`config.mk`:
```
export PLATFORM = sky130hd
export DESIGN_NAME = octal_dac_bank
export DESIGN_NICKNAME = d
export VERILOG_FILES = /design/src/rtl/octal_dac_pkg.sv /design/src/rtl/octal_dac_decode.sv /design/src/rtl/octal_dac_channel.sv /design/src/rtl/octal_dac_power.sv /design/src/rtl/octal_dac_bank.sv
export SDC_FILE = /design/constraint.sdc
export NUM_CORES = 1
export LEC_CHECK = 0
export CAP_MARGIN = 25
export CORE_UTILIZATION = 25
export CTS_BUF_LIST = sky130_fd_sc_hd__clkbuf_16
export DETAILED_ROUTE_END_ITERATION = 8
export DONT_BUFFER_PORTS = 1
export GPL_TIMING_DRIVEN = 1
export HOLD_SLACK_MARGIN = 0.15
export PLACE_DENSITY = 0.46
export SYNTH_ARGS = -nofsm -noshare
export SYNTH_HDL_FRONTEND = slang
export SYNTH_SLANG_ARGS = --single-unit
```
`constraint.sdc`:
```
create_clock -name clk -period 1.8 [get_ports clk]
set_input_delay 0.36 -clock clk [delete_from_list [all_inputs] [get_ports clk]]
set_output_delay 0.36 -clock clk [all_outputs]
set_load 0.02 [all_outputs]
```
`src/rtl/octal_dac_pkg.sv`:
```
// Package: shared control-code values and word classification for the
// octal DAC register bank. Assumes a 4-bit control field at the top of
// each interface word.
package octal_dac_pkg;

    localparam int CTRL_W      = 4;
    localparam int CTL_NOP     = 0;
    localparam int CTL_PRESET  = 1;
    localparam int CTL_WR_BASE = 2;

    typedef enum logic [1:0] {
        OP_IGNORE = 2'd0,
        OP_PRESET = 2'd1,
        OP_WRITE  = 2'd2,
        OP_POWER  = 2'd3
    } op_kind_e;

    // Sorts a control code into one of the four action kinds.
    function automatic op_kind_e classify(input logic [CTRL_W-1:0] ctl,
                                          input logic preset_bit,
                                          input int num_ch);
        int code;
        code = int'(ctl);
        if (code == CTL_NOP)
            return OP_IGNORE;
        if (code == CTL_PRESET)
            return preset_bit ? OP_PRESET : OP_IGNORE;
        if (code >= CTL_WR_BASE && code < CTL_WR_BASE + num_ch)
            return OP_WRITE;
        if (code == CTL_WR_BASE + num_ch)
            return OP_POWER;
        return OP_IGNORE;
    endfunction

endpackage

```
`src/rtl/octal_dac_decode.sv`:
```
// Module: octal_dac_decode
// Turns one valid-qualified interface word into per-channel write enables,
// a shared write code, a preset pulse and a power-up mask. Purely
// combinational. Assumes the control field sits in the top CTRL_W bits,
// and that the code and mask fields are left-aligned in the data field.
module octal_dac_decode
    import octal_dac_pkg::*;
#(
    parameter int NUM_CH = 8,
    parameter int CODE_W = 10,
    parameter int WORD_W = 16
) (
    input  logic              word_valid_i,
    input  logic [WORD_W-1:0] word_i,
    output logic              preset_o,
    output logic [NUM_CH-1:0] wr_en_o,
    output logic [CODE_W-1:0] wr_code_o,
    output logic [NUM_CH-1:0] pwr_mask_o
);
    localparam int DATA_W   = WORD_W - CTRL_W;
    localparam int CODE_LSB = DATA_W - CODE_W;
    localparam int MASK_LSB = DATA_W - NUM_CH;
    localparam int LOW_USED = (CODE_LSB < MASK_LSB) ? CODE_LSB : MASK_LSB;

    logic [CTRL_W-1:0] ctl;
    logic [DATA_W-1:0] data;
    op_kind_e          kind;

    assign ctl  = word_i[WORD_W-1 -: CTRL_W];
    assign data = word_i[DATA_W-1:0];

    // Classify the word; an unqualified word is treated as ignorable.
    always_comb begin
        kind = word_valid_i ? classify(ctl, data[DATA_W-1], NUM_CH) : OP_IGNORE;
    end

    assign preset_o   = (kind == OP_PRESET);
    assign wr_code_o  = data[DATA_W-1 -: CODE_W];
    assign pwr_mask_o = (kind == OP_POWER) ? data[DATA_W-1 -: NUM_CH] : '0;

    // One write enable per channel, matched against its own control code.
    for (genvar i = 0; i < NUM_CH; i++) begin : g_wr
        assign wr_en_o[i] = (kind == OP_WRITE) &&
                            (ctl == CTRL_W'(CTL_WR_BASE + i));
    end

    // Data bits below every field carry no meaning.
    if (LOW_USED > 0) begin : g_low
        logic unused_low_bits;
        assign unused_low_bits = ^data[LOW_USED-1:0];
    end

endmodule

```
`src/rtl/octal_dac_channel.sv`:
```
// Module: octal_dac_channel
// One channel's staged and active code registers. Preset has priority over
// a write and over the load copy. The load strobe is active low, sampled
// synchronously, and copies staged to active on every edge while low.
module octal_dac_channel #(
    parameter int CODE_W = 10
) (
    input  logic              clk,
    input  logic              rst_n,
    input  logic              wr_en_i,
    input  logic [CODE_W-1:0] wr_code_i,
    input  logic              preset_i,
    input  logic              load_n_i,
    output logic [CODE_W-1:0] act_code_o
);
    logic [CODE_W-1:0] stage_q;

    // Staged register: reset, preset, or take a channel write.
    always_ff @(posedge clk) begin
        if (!rst_n)
            stage_q <= '0;
        else if (preset_i)
            stage_q <= '1;
        else if (wr_en_i)
            stage_q <= wr_code_i;
    end

    // Active register: reset, preset, or copy staged while load is low.
    always_ff @(posedge clk) begin
        if (!rst_n)
            act_code_o <= '0;
        else if (preset_i)
            act_code_o <= '1;
        else if (!load_n_i)
            act_code_o <= stage_q;
    end

    p_reset_zero_r1: assert property (@(posedge clk)
        !rst_n |=> (act_code_o == '0 && stage_q == '0));

    p_stage_hold_r2: assert property (@(posedge clk) disable iff (!rst_n)
        (!wr_en_i && !preset_i) |=> $stable(stage_q));

    p_active_hold_r3: assert property (@(posedge clk) disable iff (!rst_n)
        (load_n_i && !preset_i) |=> $stable(act_code_o));

    p_load_copy_r6: assert property (@(posedge clk) disable iff (!rst_n)
        (!load_n_i && !preset_i) |=> (act_code_o == $past(stage_q)));

    p_preset_wins_r10: assert property (@(posedge clk) disable iff (!rst_n)
        preset_i |=> (act_code_o == '1 && stage_q == '1));

endmodule

```
`src/rtl/octal_dac_power.sv`:
```
// Module: octal_dac_power
// Holds the buffer power-enable bits. A mask sets bits. Only reset clears
// them. Assumes the mask is already qualified by the decoder.
module octal_dac_power #(
    parameter int NUM_CH = 8
) (
    input  logic              clk,
    input  logic              rst_n,
    input  logic [NUM_CH-1:0] set_mask_i,
    output logic [NUM_CH-1:0] pwr_en_o
);
    // Accumulate power-up requests.
    always_ff @(posedge clk) begin
        if (!rst_n)
            pwr_en_o <= '0;
        else
            pwr_en_o <= pwr_en_o | set_mask_i;
    end

    p_pwr_sticky_r5: assert property (@(posedge clk) disable iff (!rst_n)
        1'b1 |=> ((pwr_en_o & $past(pwr_en_o)) == $past(pwr_en_o)));

    p_pwr_set_r5: assert property (@(posedge clk) disable iff (!rst_n)
        (set_mask_i != '0) |=> ((pwr_en_o & $past(set_mask_i)) == $past(set_mask_i)));

    p_pwr_hold_r4: assert property (@(posedge clk) disable iff (!rst_n)
        (set_mask_i == '0) |=> $stable(pwr_en_o));

endmodule

```
`src/rtl/octal_dac_bank.sv`:
```
// Module: octal_dac_bank (top)
// Eight double-buffered DAC code channels plus buffer power-enables,
// driven by valid-qualified interface words and an active-low load strobe.
// Assumes all inputs are synchronous to clk and that the control code
// space can hold NUM_CH write codes plus the preset and power codes.
module octal_dac_bank
    import octal_dac_pkg::*;
#(
    parameter int NUM_CH = 8,
    parameter int CODE_W = 10,
    parameter int WORD_W = 16
) (
    input  logic                     clk,
    input  logic                     rst_n,
    input  logic                     word_valid_i,
    input  logic [WORD_W-1:0]        word_i,
    input  logic                     load_n_i,
    output logic [NUM_CH*CODE_W-1:0] dac_code_o,
    output logic [NUM_CH-1:0]        pwr_en_o
);
    localparam int POWER_CODE = CTL_WR_BASE + NUM_CH;

    logic              preset;
    logic [NUM_CH-1:0] wr_en;
    logic [CODE_W-1:0] wr_code;
    logic [NUM_CH-1:0] pwr_mask;

    octal_dac_decode #(
        .NUM_CH (NUM_CH),
        .CODE_W (CODE_W),
        .WORD_W (WORD_W)
    ) u_decode (
        .word_valid_i (word_valid_i),
        .word_i       (word_i),
        .preset_o     (preset),
        .wr_en_o      (wr_en),
        .wr_code_o    (wr_code),
        .pwr_mask_o   (pwr_mask)
    );

    // One staged/active register pair per channel.
    for (genvar i = 0; i < NUM_CH; i++) begin : g_ch
        octal_dac_channel #(
            .CODE_W (CODE_W)
        ) u_ch (
            .clk        (clk),
            .rst_n      (rst_n),
            .wr_en_i    (wr_en[i]),
            .wr_code_i  (wr_code),
            .preset_i   (preset),
            .load_n_i   (load_n_i),
            .act_code_o (dac_code_o[i*CODE_W +: CODE_W])
        );
    end

    octal_dac_power #(
        .NUM_CH (NUM_CH)
    ) u_power (
        .clk        (clk),
        .rst_n      (rst_n),
        .set_mask_i (pwr_mask),
        .pwr_en_o   (pwr_en_o)
    );

    p_onehot_write_r3: assert property (@(posedge clk) disable iff (!rst_n)
        $onehot0(wr_en));

    p_preset_alone_r4: assert property (@(posedge clk) disable iff (!rst_n)
        preset |-> (wr_en == '0 && pwr_mask == '0));

    p_invalid_quiet_r9: assert property (@(posedge clk) disable iff (!rst_n)
        !word_valid_i |-> (!preset && wr_en == '0 && pwr_mask == '0));

    p_undef_ignored_r8: assert property (@(posedge clk) disable iff (!rst_n)
        (word_valid_i && int'(word_i[WORD_W-1 -: CTRL_W]) > POWER_CODE)
        |-> (!preset && wr_en == '0 && pwr_mask == '0));

    p_nop_quiet_r2: assert property (@(posedge clk) disable iff (!rst_n)
        (word_valid_i && int'(word_i[WORD_W-1 -: CTRL_W]) == CTL_NOP)
        |-> (!preset && wr_en == '0 && pwr_mask == '0));

endmodule

```
==> flow_summary.yaml <==
finish:
  syn2layout_area_growth_pct: 17.47
  drive_above_1_share: 0.2156
  multi_input_area_mm2: 0.002577
  final_util: 0.2994
  fillCellCount: 2473
  n_antenna_cell: 0
  postLayoutCellArea_mm2: 0.007261
  regArea_mm2: 0.003363
  fin_nets: 560
logic_synthesis:
  yosysTopAreaCellShare: 0.5441
  synth.area.top_cells: "dfxtp_1 (54%), mux2i_1 (13%), o221a_2 (11%)"
  async_reset_ff_frac: 0
  ys_types: 29
  ys_seq_elements: 168
  ys_warn_count: 0
  syn_area_mm2: 0.006181
  synth_nets: 570
  synth_edf_count: 0
  synth_cells: 550
  avgSynthCellArea_um2: 11.24
  synth_common_cells: "dfxtp_1 (168), a21oi_1 (80), mux2i_1 (80)"
  synth.largest_area_cell: "dfxtp_1"
  synth_ff_type: "dfxtp_1"
  ys_seq_area_frac: 0.5441
  synth_most_common_cell: "dfxtp_1"
clock_network:
  cts_resized: 0
  clock_latency_ps: 420
  cts_made_buffers: 17
  clock-sinks: 168
  clk_path_buf_depth: 2
  cts_tree: "built"
  cts_root_buf: "clkbuf_16"
  cts_htree_levels: 4
  clk_pin_slew_worst_paths_ps: 70
die:
  core_area_mm2: 0.02425
  die_h_um: 159.2
  initial_core_util: 0.2549
  rows: 57
  die_width_um: 159.2
  dieArea_mm2: 0.02536
  ioPinCount: 108
timing:
  fin_tns_setup_ps: 0
  hold_viol: 0
  drv_slew: 0
  setup_viol: 0
  finClkSkew_ps: 7.536
  worstMarginPinSlew_ps: 912.2
  finalCriticalPeriod_ps: 1679
  slew_headroom: 0.3898
  fmax_mhz: 595.7
  rsz0062_at_grt: "false"
  period_share: 0.9326
global_routing:
  antenna_found_initial: 0
  first_global_vias: 4271
  grt.overflow.total: 0
  grt_max_degree: 81
  grt_usage: 0.1503
  grt_pass1_wl_um: 28290
power:
  switching_share: 0.2327
  power_switching_mw: 1.866
  power_mw: 8.021
  clockPowerShare: 0.457
  peakVddDrop_mv: 0.6482
  pwr-share-seq: 0.490
  p_comb_frac: 0.054
  internal-power_mw: 6.154
  power.density_mw_per_mm2: 1105
  power_leakage_nw: 2.673
placement:
  place_area_mm2: 0.006526
  io_buffers: 0
  place_congestion: 0.7369
  dp_hpwl_um: 11930
drt:
  postRouteAntennaNets: 0
  first_iter_violations: 278
  drc: 0
  totalWireLength_um: 18960
  first_pass_iters: 6
  wl_per_cell_um: 21.64
  drt-vias-per-instance: 5.015
  via_count: 4393
worst_setup_path:
  critical_path.max_fanout: 10
  endpoint_kind: "flip-flop"
  slowest_stage: "dlygate4sd3_1"
  crit_chain: "or3b_1 -> buf_4 -> o22ai_4 -> o221a_2 -> dlygate4sd3_1"
  cp.arrival_ps: 2050
  cpLargestDelayFamily: "buffers and inverters"
  cp_data_required_time_ps: 2170
  critPathKind: "input port to flip-flop"
  crit_buf_inv: 2
  max_stage_delay_ps: 540
  startpoint_type: "input port"
worst_hold_path:
  hp-class: "input port to flip-flop"
status:
  status: "finished clean"
run:
  max_cap_violations: 0
[layout by cell type, fill, tap and decap left out, types with 2 or more instances in the layout]
cell type	netlist	routed
a21oi_1	80	80
a21oi_4	2	2
a31oi_1	26	26
and3b_1	2	2
buf_12	0	5
buf_4	2	10
bufinv_16	0	3
clkbuf_16	0	17
clkinv_2	0	3
clkinv_4	0	4
clkinvlp_4	0	2
dfxtp_1	168	168
dlygate4sd3_1	0	12
inv_1	0	2
mux2i_1	80	80
nand2_1	8	8
nand2b_1	2	2
nand3_1	19	19
nor2_1	9	9
nor2b_1	2	2
o21ai_0	18	18
o221a_2	62	62
o22ai_4	5	5
or3b_1	2	2
[final cells by class]
cell class	instances	share of cell area
timing repair buffer	28	0.04446
clock inverter	14	0.02223
clock buffer	17	0.05859
multi-input combinational	324	0.3550
sequential	168	0.4632
inverter	1	0.0006893
tap	324	0.05583
[what timing repair did]
item                                    4_1_cts  5_1_grt
endpoints found under the setup margin        0        0
hold buffers                                 12        1
setup buffers                                 0        0
hold endpoints to repair                     88        4
[cells by family after synthesis]
group / count (synthesis) / share of synthesized area
AO/OA/AOI/OAI: 194 / 0.2421
flip-flops: 168 / 0.5441
multiplexers: 80 / 0.1296
buffers and inverters: 58 / 0.04008
AND/OR/NAND/NOR: 50 / 0.04413
[worst register-to-register path: stages, from the launching register on]
cell	delay (ps)
dfxtp_1	320
o221a_2	220
dlygate4sd3_1	550
[per-layer routing]
layer	vias up	track usage	wire length (um)
li1	2078	-	-
met1	2164	0.1868	8193
met2	132	0.2360	8630
met4	0	0.05070	354
met3	19	0.05991	1779
met5	-	0	0
[sequential cells by signal (all words and copies together) (netlist names)]
signal and cells:
g_ch.u_ch.stage_q 80, u_power.pwr_en_o 8, g_ch.u_ch.act_code_o 80
[metrics by stage]
step	hold WS (ps)	worst slack (ps)	std cells
floorplan	472.2	373.6	550
global placement	494.4	230.8	832
detailed placement	488.8	221.3	832
CTS	150.5	153.2	875
global route	150.8	101.6	876
finish	155.6	121.2	876
[power by group through the flow]
stage | Clock, mW | Sequential (mW) | Combinational, mW
2_1_floorplan | 0 | 3.98 | 0.336
3_3_place_gp | 0 | 4.01 | 0.309
3_5_place_dp | 0 | 4.01 | 0.320
4_1_cts | 3.74 | 3.93 | 0.429
5_1_grt | 3.91 | 3.94 | 0.461
6_report | 3.66 | 3.93 | 0.431
[final timing paths]
check | slack (ps) | cells after the start | end | from
setup / recovery | 120 | 5 | g_ch[4].u_ch.stage_q[2]$_SDFFE_PN0P_ | word_i[15]
hold / removal | 160 | 2 | g_ch[2].u_ch.act_code_o[4]$_SDFFE_PN0P_ | load_n_i
setup reg to reg | 600 | 2 | g_ch[4].u_ch.stage_q[2]$_SDFFE_PN0P_ | g_ch[4].u_ch.stage_q[2]$_SDFFE_PN0P_
hold reg to reg | 510 | 2 | g_ch[6].u_ch.stage_q[3]$_SDFFE_PN0P_ | g_ch[6].u_ch.stage_q[3]$_SDFFE_PN0P_
(Power assumes the default switching activity.)
